**config.mk**
```make
export PLATFORM = sky130hd
export DESIGN_NAME = ican_irq_encoder
export DESIGN_NICKNAME = d
export VERILOG_FILES = /design/src/rtl/ican_pkg.sv /design/src/rtl/ican_rst_sync.sv /design/src/rtl/ican_flag_bank.sv /design/src/rtl/ican_prio_enc.sv /design/src/rtl/ican_out_reg.sv /design/src/rtl/ican_irq_encoder.sv
export SDC_FILE = /design/constraint.sdc
export NUM_CORES = 1
export LEC_CHECK = 0
export BUFFER_PORTS_ARGS = -buffer_cell sky130_fd_sc_hd__buf_2
export CAP_MARGIN = 40
export CORE_MARGIN = 2
export CORE_UTILIZATION = 40
export DETAILED_ROUTE_END_ITERATION = 10
export GPL_TIMING_DRIVEN = 0
export PLACE_DENSITY = 0.81
export SLEW_MARGIN = 30
export SYNTH_ARGS = -nofsm -noshare
export SYNTH_HDL_FRONTEND = slang
export SYNTH_HIERARCHICAL = 1
export SYNTH_SLANG_ARGS = --single-unit
export TNS_END_PERCENT = 10
```
**constraint.sdc**
```tcl
create_clock -name clk_i -period 1.05 [get_ports clk_i]
set_clock_uncertainty 0.05 [all_clocks]
set_input_delay 0 -clock clk_i [delete_from_list [all_inputs] [get_ports clk_i]]
set_output_delay 0 -clock clk_i [all_outputs]
set_load 0.05 [all_outputs]
```
**src/rtl/ican_pkg.sv**
```systemverilog
package ican_pkg;
  localparam int NSRC  = 8;
  localparam int CODEW = 3;

  localparam int S_ERR  = 0;
  localparam int S_TX0  = 1;
  localparam int S_TX1  = 2;
  localparam int S_TX2  = 3;
  localparam int S_RX0  = 4;
  localparam int S_RX1  = 5;
  localparam int S_WAKE = 6;
  localparam int S_MERR = 7;

  localparam logic [CODEW-1:0] C_NONE = 3'd0;
  localparam logic [CODEW-1:0] C_ERR  = 3'd1;
  localparam logic [CODEW-1:0] C_TX2  = 3'd2;
  localparam logic [CODEW-1:0] C_TX1  = 3'd3;
  localparam logic [CODEW-1:0] C_TX0  = 3'd4;
  localparam logic [CODEW-1:0] C_RX1  = 3'd5;
  localparam logic [CODEW-1:0] C_RX0  = 3'd6;
  localparam logic [CODEW-1:0] C_WAKE = 3'd7;
endpackage

```
**src/rtl/ican_rst_sync.sv**
```systemverilog
module ican_rst_sync #(
  parameter int STAGES = 2
) (
  input  logic clk_i,
  input  logic rst_ni,
  output logic rst_no
);
  logic [STAGES-1:0] sync_q;
  logic [STAGES-1:0] sync_d;

  always_comb begin
    sync_d = {sync_q[STAGES-2:0], 1'b1};
  end

  always_ff @(posedge clk_i or negedge rst_ni) begin
    if (!rst_ni) sync_q <= '0;
    else         sync_q <= sync_d;
  end

  assign rst_no = sync_q[STAGES-1];
endmodule

```
**src/rtl/ican_flag_bank.sv**
```systemverilog
module ican_flag_bank #(
  parameter int N = 8
) (
  input  logic         clk_i,
  input  logic         rst_ni,
  input  logic [N-1:0] set_i,
  input  logic [N-1:0] busy_i,
  input  logic [N-1:0] clr_i,
  output logic [N-1:0] flag_o
);
  logic [N-1:0] flag_q;
  logic [N-1:0] load_en;
  logic [N-1:0] load_val;

  for (genvar i = 0; i < N; i++) begin : g_flag
    // A set always loads 1; a clear loads 0 only once the cause is gone.
    always_comb begin
      load_en[i]  = set_i[i] | (clr_i[i] & ~busy_i[i]);
      load_val[i] = set_i[i];
    end

    always_ff @(posedge clk_i or negedge rst_ni) begin
      if (!rst_ni)         flag_q[i] <= 1'b0;
      else if (load_en[i]) flag_q[i] <= load_val[i];
    end

    assert_set_sticks_R9: assert property (@(posedge clk_i) disable iff (!rst_ni)
      set_i[i] |=> flag_q[i]);
    assert_set_beats_clear_R11: assert property (@(posedge clk_i) disable iff (!rst_ni)
      (set_i[i] && clr_i[i]) |=> flag_q[i]);
    assert_clear_held_off_R10: assert property (@(posedge clk_i) disable iff (!rst_ni)
      (flag_q[i] && busy_i[i]) |=> flag_q[i]);
    assert_clear_takes_R9: assert property (@(posedge clk_i) disable iff (!rst_ni)
      (clr_i[i] && !busy_i[i] && !set_i[i]) |=> !flag_q[i]);
  end

  assign flag_o = flag_q;
endmodule

```
**src/rtl/ican_prio_enc.sv**
```systemverilog
module ican_prio_enc
  import ican_pkg::*;
(
  input  logic [NSRC-1:0]  qual_i,
  output logic [CODEW-1:0] code_o,
  output logic             any_o
);
  always_comb begin
    if      (qual_i[S_ERR])  code_o = C_ERR;
    else if (qual_i[S_TX0])  code_o = C_TX0;
    else if (qual_i[S_TX1])  code_o = C_TX1;
    else if (qual_i[S_TX2])  code_o = C_TX2;
    else if (qual_i[S_RX0])  code_o = C_RX0;
    else if (qual_i[S_RX1])  code_o = C_RX1;
    else if (qual_i[S_WAKE]) code_o = C_WAKE;
    else                     code_o = C_NONE;
  end

  // Message error joins the request but has no code.
  assign any_o = |qual_i;
endmodule

```
**src/rtl/ican_out_reg.sv**
```systemverilog
module ican_out_reg #(
  parameter int W = 3
) (
  input  logic         clk_i,
  input  logic         rst_ni,
  input  logic [W-1:0] code_i,
  input  logic         req_i,
  output logic [W-1:0] code_o,
  output logic         req_o
);
  logic [W-1:0] code_q;
  logic         req_q;
  logic         upd_en;

  assign upd_en = 1'b1;

  always_ff @(posedge clk_i or negedge rst_ni) begin
    if (!rst_ni) begin
      code_q <= '0;
      req_q  <= 1'b0;
    end else if (upd_en) begin
      code_q <= code_i;
      req_q  <= req_i;
    end
  end

  assign code_o = code_q;
  assign req_o  = req_q;
endmodule

```
**src/rtl/ican_irq_encoder.sv**
```systemverilog
module ican_irq_encoder
  import ican_pkg::*;
(
  input  logic             clk_i,
  input  logic             rst_ni,
  input  logic [NSRC-1:0]  set_i,
  input  logic [NSRC-1:0]  busy_i,
  input  logic [NSRC-1:0]  clr_i,
  input  logic [NSRC-1:0]  en_i,
  output logic [NSRC-1:0]  flags_o,
  output logic             irq_o,
  output logic [CODEW-1:0] code_o
);
  logic             rst_n;
  logic [NSRC-1:0]  flags;
  logic [NSRC-1:0]  qual;
  logic [CODEW-1:0] code_d;
  logic             any_d;

  ican_rst_sync #(.STAGES(2)) u_rst (
    .clk_i (clk_i), .rst_ni(rst_ni), .rst_no(rst_n)
  );

  ican_flag_bank #(.N(NSRC)) u_flags (
    .clk_i (clk_i), .rst_ni(rst_n), .set_i(set_i),
    .busy_i(busy_i), .clr_i(clr_i), .flag_o(flags)
  );

  // qualification of each source by its enable
  assign qual = flags & en_i;

  ican_prio_enc u_enc (
    .qual_i(qual), .code_o(code_d), .any_o(any_d)
  );

  ican_out_reg #(.W(CODEW)) u_out (
    .clk_i (clk_i), .rst_ni(rst_n), .code_i(code_d),
    .req_i (any_d), .code_o(code_o), .req_o(irq_o)
  );

  assign flags_o = flags;

  assert_code_implies_irq_R8: assert property (@(posedge clk_i) disable iff (!rst_n)
    (code_o != C_NONE) |-> irq_o);
  assert_err_first_R4: assert property (@(posedge clk_i) disable iff (!rst_n)
    qual[S_ERR] |=> (code_o == C_ERR));
  assert_idle_zero_R2: assert property (@(posedge clk_i) disable iff (!rst_n)
    (qual[S_WAKE:S_ERR] == '0) |=> (code_o == C_NONE));
  assert_wake_last_R6: assert property (@(posedge clk_i) disable iff (!rst_n)
    (qual[S_WAKE] && qual[S_RX1:S_ERR] == '0) |=> (code_o == C_WAKE));
  assert_tx0_over_rest_R5: assert property (@(posedge clk_i) disable iff (!rst_n)
    (qual[S_TX0] && !qual[S_ERR]) |=> (code_o == C_TX0));
  assert_merr_req_R7: assert property (@(posedge clk_i) disable iff (!rst_n)
    qual[S_MERR] |=> irq_o);
  assert_no_req_R8: assert property (@(posedge clk_i) disable iff (!rst_n)
    (qual == '0) |=> !irq_o);
  assert_reset_quiet_R12: assert property (@(posedge clk_i)
    !rst_n |-> (flags == '0 && !irq_o && code_o == C_NONE));
endmodule

```
==> impl_metrics.py <==
metrics = {
    "setup_path": {
        "path_delay_family": "flip-flops",
        "cp_num_cells": 3,
        "cp.arrival_ns": 1.26,
        "cp_cell_sequence": "and2_4 -> or2_1 -> o311ai_2",
        "cp-startpoint": "u_flags/flag_o[3]",
        "worstReg2RegStart": "u_flags/flag_o[3]",
        "reg2reg_slack_ns": -0.06,
        "critPathKind": "reg2reg",
        "crit_buf_inv": 0,
        "end_kind": "flip-flop",
        "startpoint_type": "flip-flop",
        "required_ns": 1.20,
        "worstSetupEndpoint": "u_out/code_o[0]",
        "crit_path_max_incr_delay_ns": 0.40,
        "critPathMaxFanout": 3,
        "worstReg2RegEnd": "u_out/code_o[0]",
        "rr_worst_depth": 3,
        "slowest_stage": "dfrtp_2",
    },
    "die": {
        "row_count": 13,
        "start_util_pct": 44.5,
        "io_pins": 46,
        "dieArea_mm2": 0.00183,
        "die_w_um": 42.8,
        "die_h_um": 42.8,
        "core_mm2": 0.00135,
    },
    "cells_and_area": {
        "fin_nets": 166,
        "fill_cells": 63,
        "n_antenna_cell": 0,
        "syn2layout_area_growth_pct": 102,
        "drive_above_1_share_pct": 52.7,
        "final_cell_area_mm2": 0.00121,
        "post-route-util_pct": 89.7,
    },
    "sta": {
        "rsz0062_at_grt": "true",
        "hold_violations": 0,
        "clock.fmax_ghz": 0.899,
        "setup_viol": 5,
        "min_period_ns": 1.11,
        "slew_violations": 0,
        "slew_headroom_pct": 66.2,
        "timing.final.crit_share_pct": 106,
        "setup_ws_ns": -0.0618,
        "worst_pin_slew_ns": 0.507,
    },
    "synthesis": {
        "yosysWarningCount": 6,
        "avgSynthCellArea_um2": 11.5,
        "ys_types": 14,
        "syn_area_um2": 601,
        "syn_nets": 86,
        "synth_seq_cells": 14,
        "postSynthCellCount": 52,
        "synth_seq_area_share_pct": 58.3,
    },
    "run_status": {
        "violations": "negative setup slack",
        "status": "complete, but fails checks",
    },
    "cts": {
        "clock-sinks": 14,
        "cts_root_buf": "clkbuf_4",
        "clk_path_buf_depth": 2,
        "htreeDepth": 1,
        "clkSlewWorstSetupHoldPaths_ns": 0.09,
        "cts_tree": "yes",
        "worstSkewPairLatency_ns": 0.29,
        "cts_buffers": 3,
    },
    "pwr": {
        "vdd_drop_max_uv": 717,
        "power_density_mw_per_mm2": 1130,
        "p_leak_uw": 0.000568,
        "power_frac_comb_pct": 32.2,
        "finalPower_uw": 1370,
        "p_clk_share_pct": 23.7,
        "seqPwrFrac_pct": 44.1,
        "switchingPower_uw": 435,
        "p_int_uw": 936,
        "swShare_pct": 31.7,
    },
    "routing": {
        "via_per_inst": 4.79,
        "wl_per_cell_um": 14.5,
        "drt_first_pass_iters": 4,
        "antenna_left": 0,
        "drc": 0,
        "num_vias": 700,
        "wirelength_um": 2120,
        "drtIter0Drc": 5,
    },
    "grt": {
        "track_usage_pct": 24.4,
        "grt_pass1_vias": 757,
        "grt_pass1_wl_um": 3180,
        "grt-ovfl-total": 0,
        "antenna_found_initial": 0,
        "grt_max_degree": 13,
    },
    "placed_design": {
        "port_buffers": 45,
        "placed_area_um2": 858,
        "place_congestion": 0.713,
        "dp_slack_ns": -0.0786,
    },
    "worst_hold_path": {
        "min_path_cells": 3,
        "hold_class": "in2reg",
    },
    "run": {
        "cap_viol_max_count": 0,
    },
}
-- placed cells by master (no fill, tap or decap), types with 2 or more instances in the layout --
cell            n
nand2b_1       10
nor3_2          2
clkbuf_4        3
buf_2          44
dlygate4sd3_1  27
dfrtp_1         7
and2_1          3
and2_4          4
dfrtp_2         7
a21o_1          8
buf_4           3
-- area by class of cell --
cell class                 count  area (um^2)  area share, %
timing repair buffer          75          524           43.3
clock buffer                   4         26.3           2.17
sequential                    14          359           29.6
tap                           15         18.8           1.55
inverter                       1         3.75          0.310
multi-input combinational     37          279           23.0
-- metal layers --
layer	vias to the layer above	global-route usage [%]	share of wire, %
met5	-	0	0
met4	0	16.3	3.9
met3	6	4.68	6.4
met2	33	45.5	55
met1	328	23.8	35
li1	333	-	-
-- how the worst min path moves through the flow --
| stage | end | slack [ns] | from |
|---|---|---|---|
| 6_report | u_out/code_o[1] | 0.02 | en_i[1] |
| 5_1_grt | u_out/code_o[1] | 0.04 | en_i[1] |
| 4_1_cts | u_out/code_o[1] | 0.02 | en_i[0] |
| 3_5_place_dp | u_rst/sync_q[0] | -0.26 | rst_ni |
| 3_3_place_gp | u_rst/sync_q[0] | -0.26 | rst_ni |
| 2_1_floorplan | u_rst/sync_q[0] | -0.35 | rst_ni |
-- worst reg2reg max path: cells and delay by family, from the launching register on --
kind	cells	cell delay (ns)
flops	1	0.40
compound gates	1	0.20
simple gates	2	0.38
-- per-stage QoR --
| stage | setup TNS [ns] | hold WS, ns | cells |
|---|---|---|---|
| finish | -0.235 | 0.0237 | 146 |
| global route | -0.440 | 0.0447 | 146 |
| CTS | -0.173 | 0.0200 | 145 |
| detailed placement | -0.244 | -0.257 | 112 |
| global placement | -0.142 | -0.263 | 112 |
| floorplan | -0.617 | -0.346 | 52 |
-- cells in the mapped netlist --
cell type | number | area, um^2
nor2_1 | 1 | 3.75
and2_1 | 8 | 50.1
nand3_1 | 1 | 5.00
inv_1 | 1 | 3.75
o21ba_2 | 1 | 10.0
nand2b_1 | 10 | 62.6
o311ai_2 | 1 | 16.3
nor3_1 | 3 | 15.0
conb_1 | 1 | 3.75
a21o_1 | 8 | 60.1
a211oi_1 | 1 | 7.51
nor4_1 | 1 | 6.26
dfrtp_1 | 14 | 350
or2_0 | 1 | 6.26
-- sequential cells by signal (all words and copies together), names as in the netlist --
signal,flops
u_flags/flag_o,8
u_out/req_o,1
u_out/code_o,3
u_rst/sync_q,2
-- logic make-up after synthesis --
logic type      synth area share (%)
simple gates                    24.8
buf+inv                        0.624
compound gates                  15.6
flops                           58.3
other cells                    0.624
-- power groups by stage --
stage                     registers [uW]  clock network, uW  logic, uW
final                                605                325        441
after global routing                 612                351        467
after CTS                            606                329        408
after detailed placement             618                  0        317
after global placement               615                  0        310
after floorplan                      737                  0       87.0
-- what timing repair did --
| item | 4_1_cts | 5_1_grt |
|---|---|---|
| pin swaps | 2 | 0 |
| resized for setup | 3 | 7 |
| endpoints found under the setup margin | 4 | 4 |
| setup buffers | 2 | 1 |
| hold buffers | 27 | 0 |
| endpoints found under the hold margin | 11 | 0 |
Note: power is estimated with default switching activity, not from simulation.
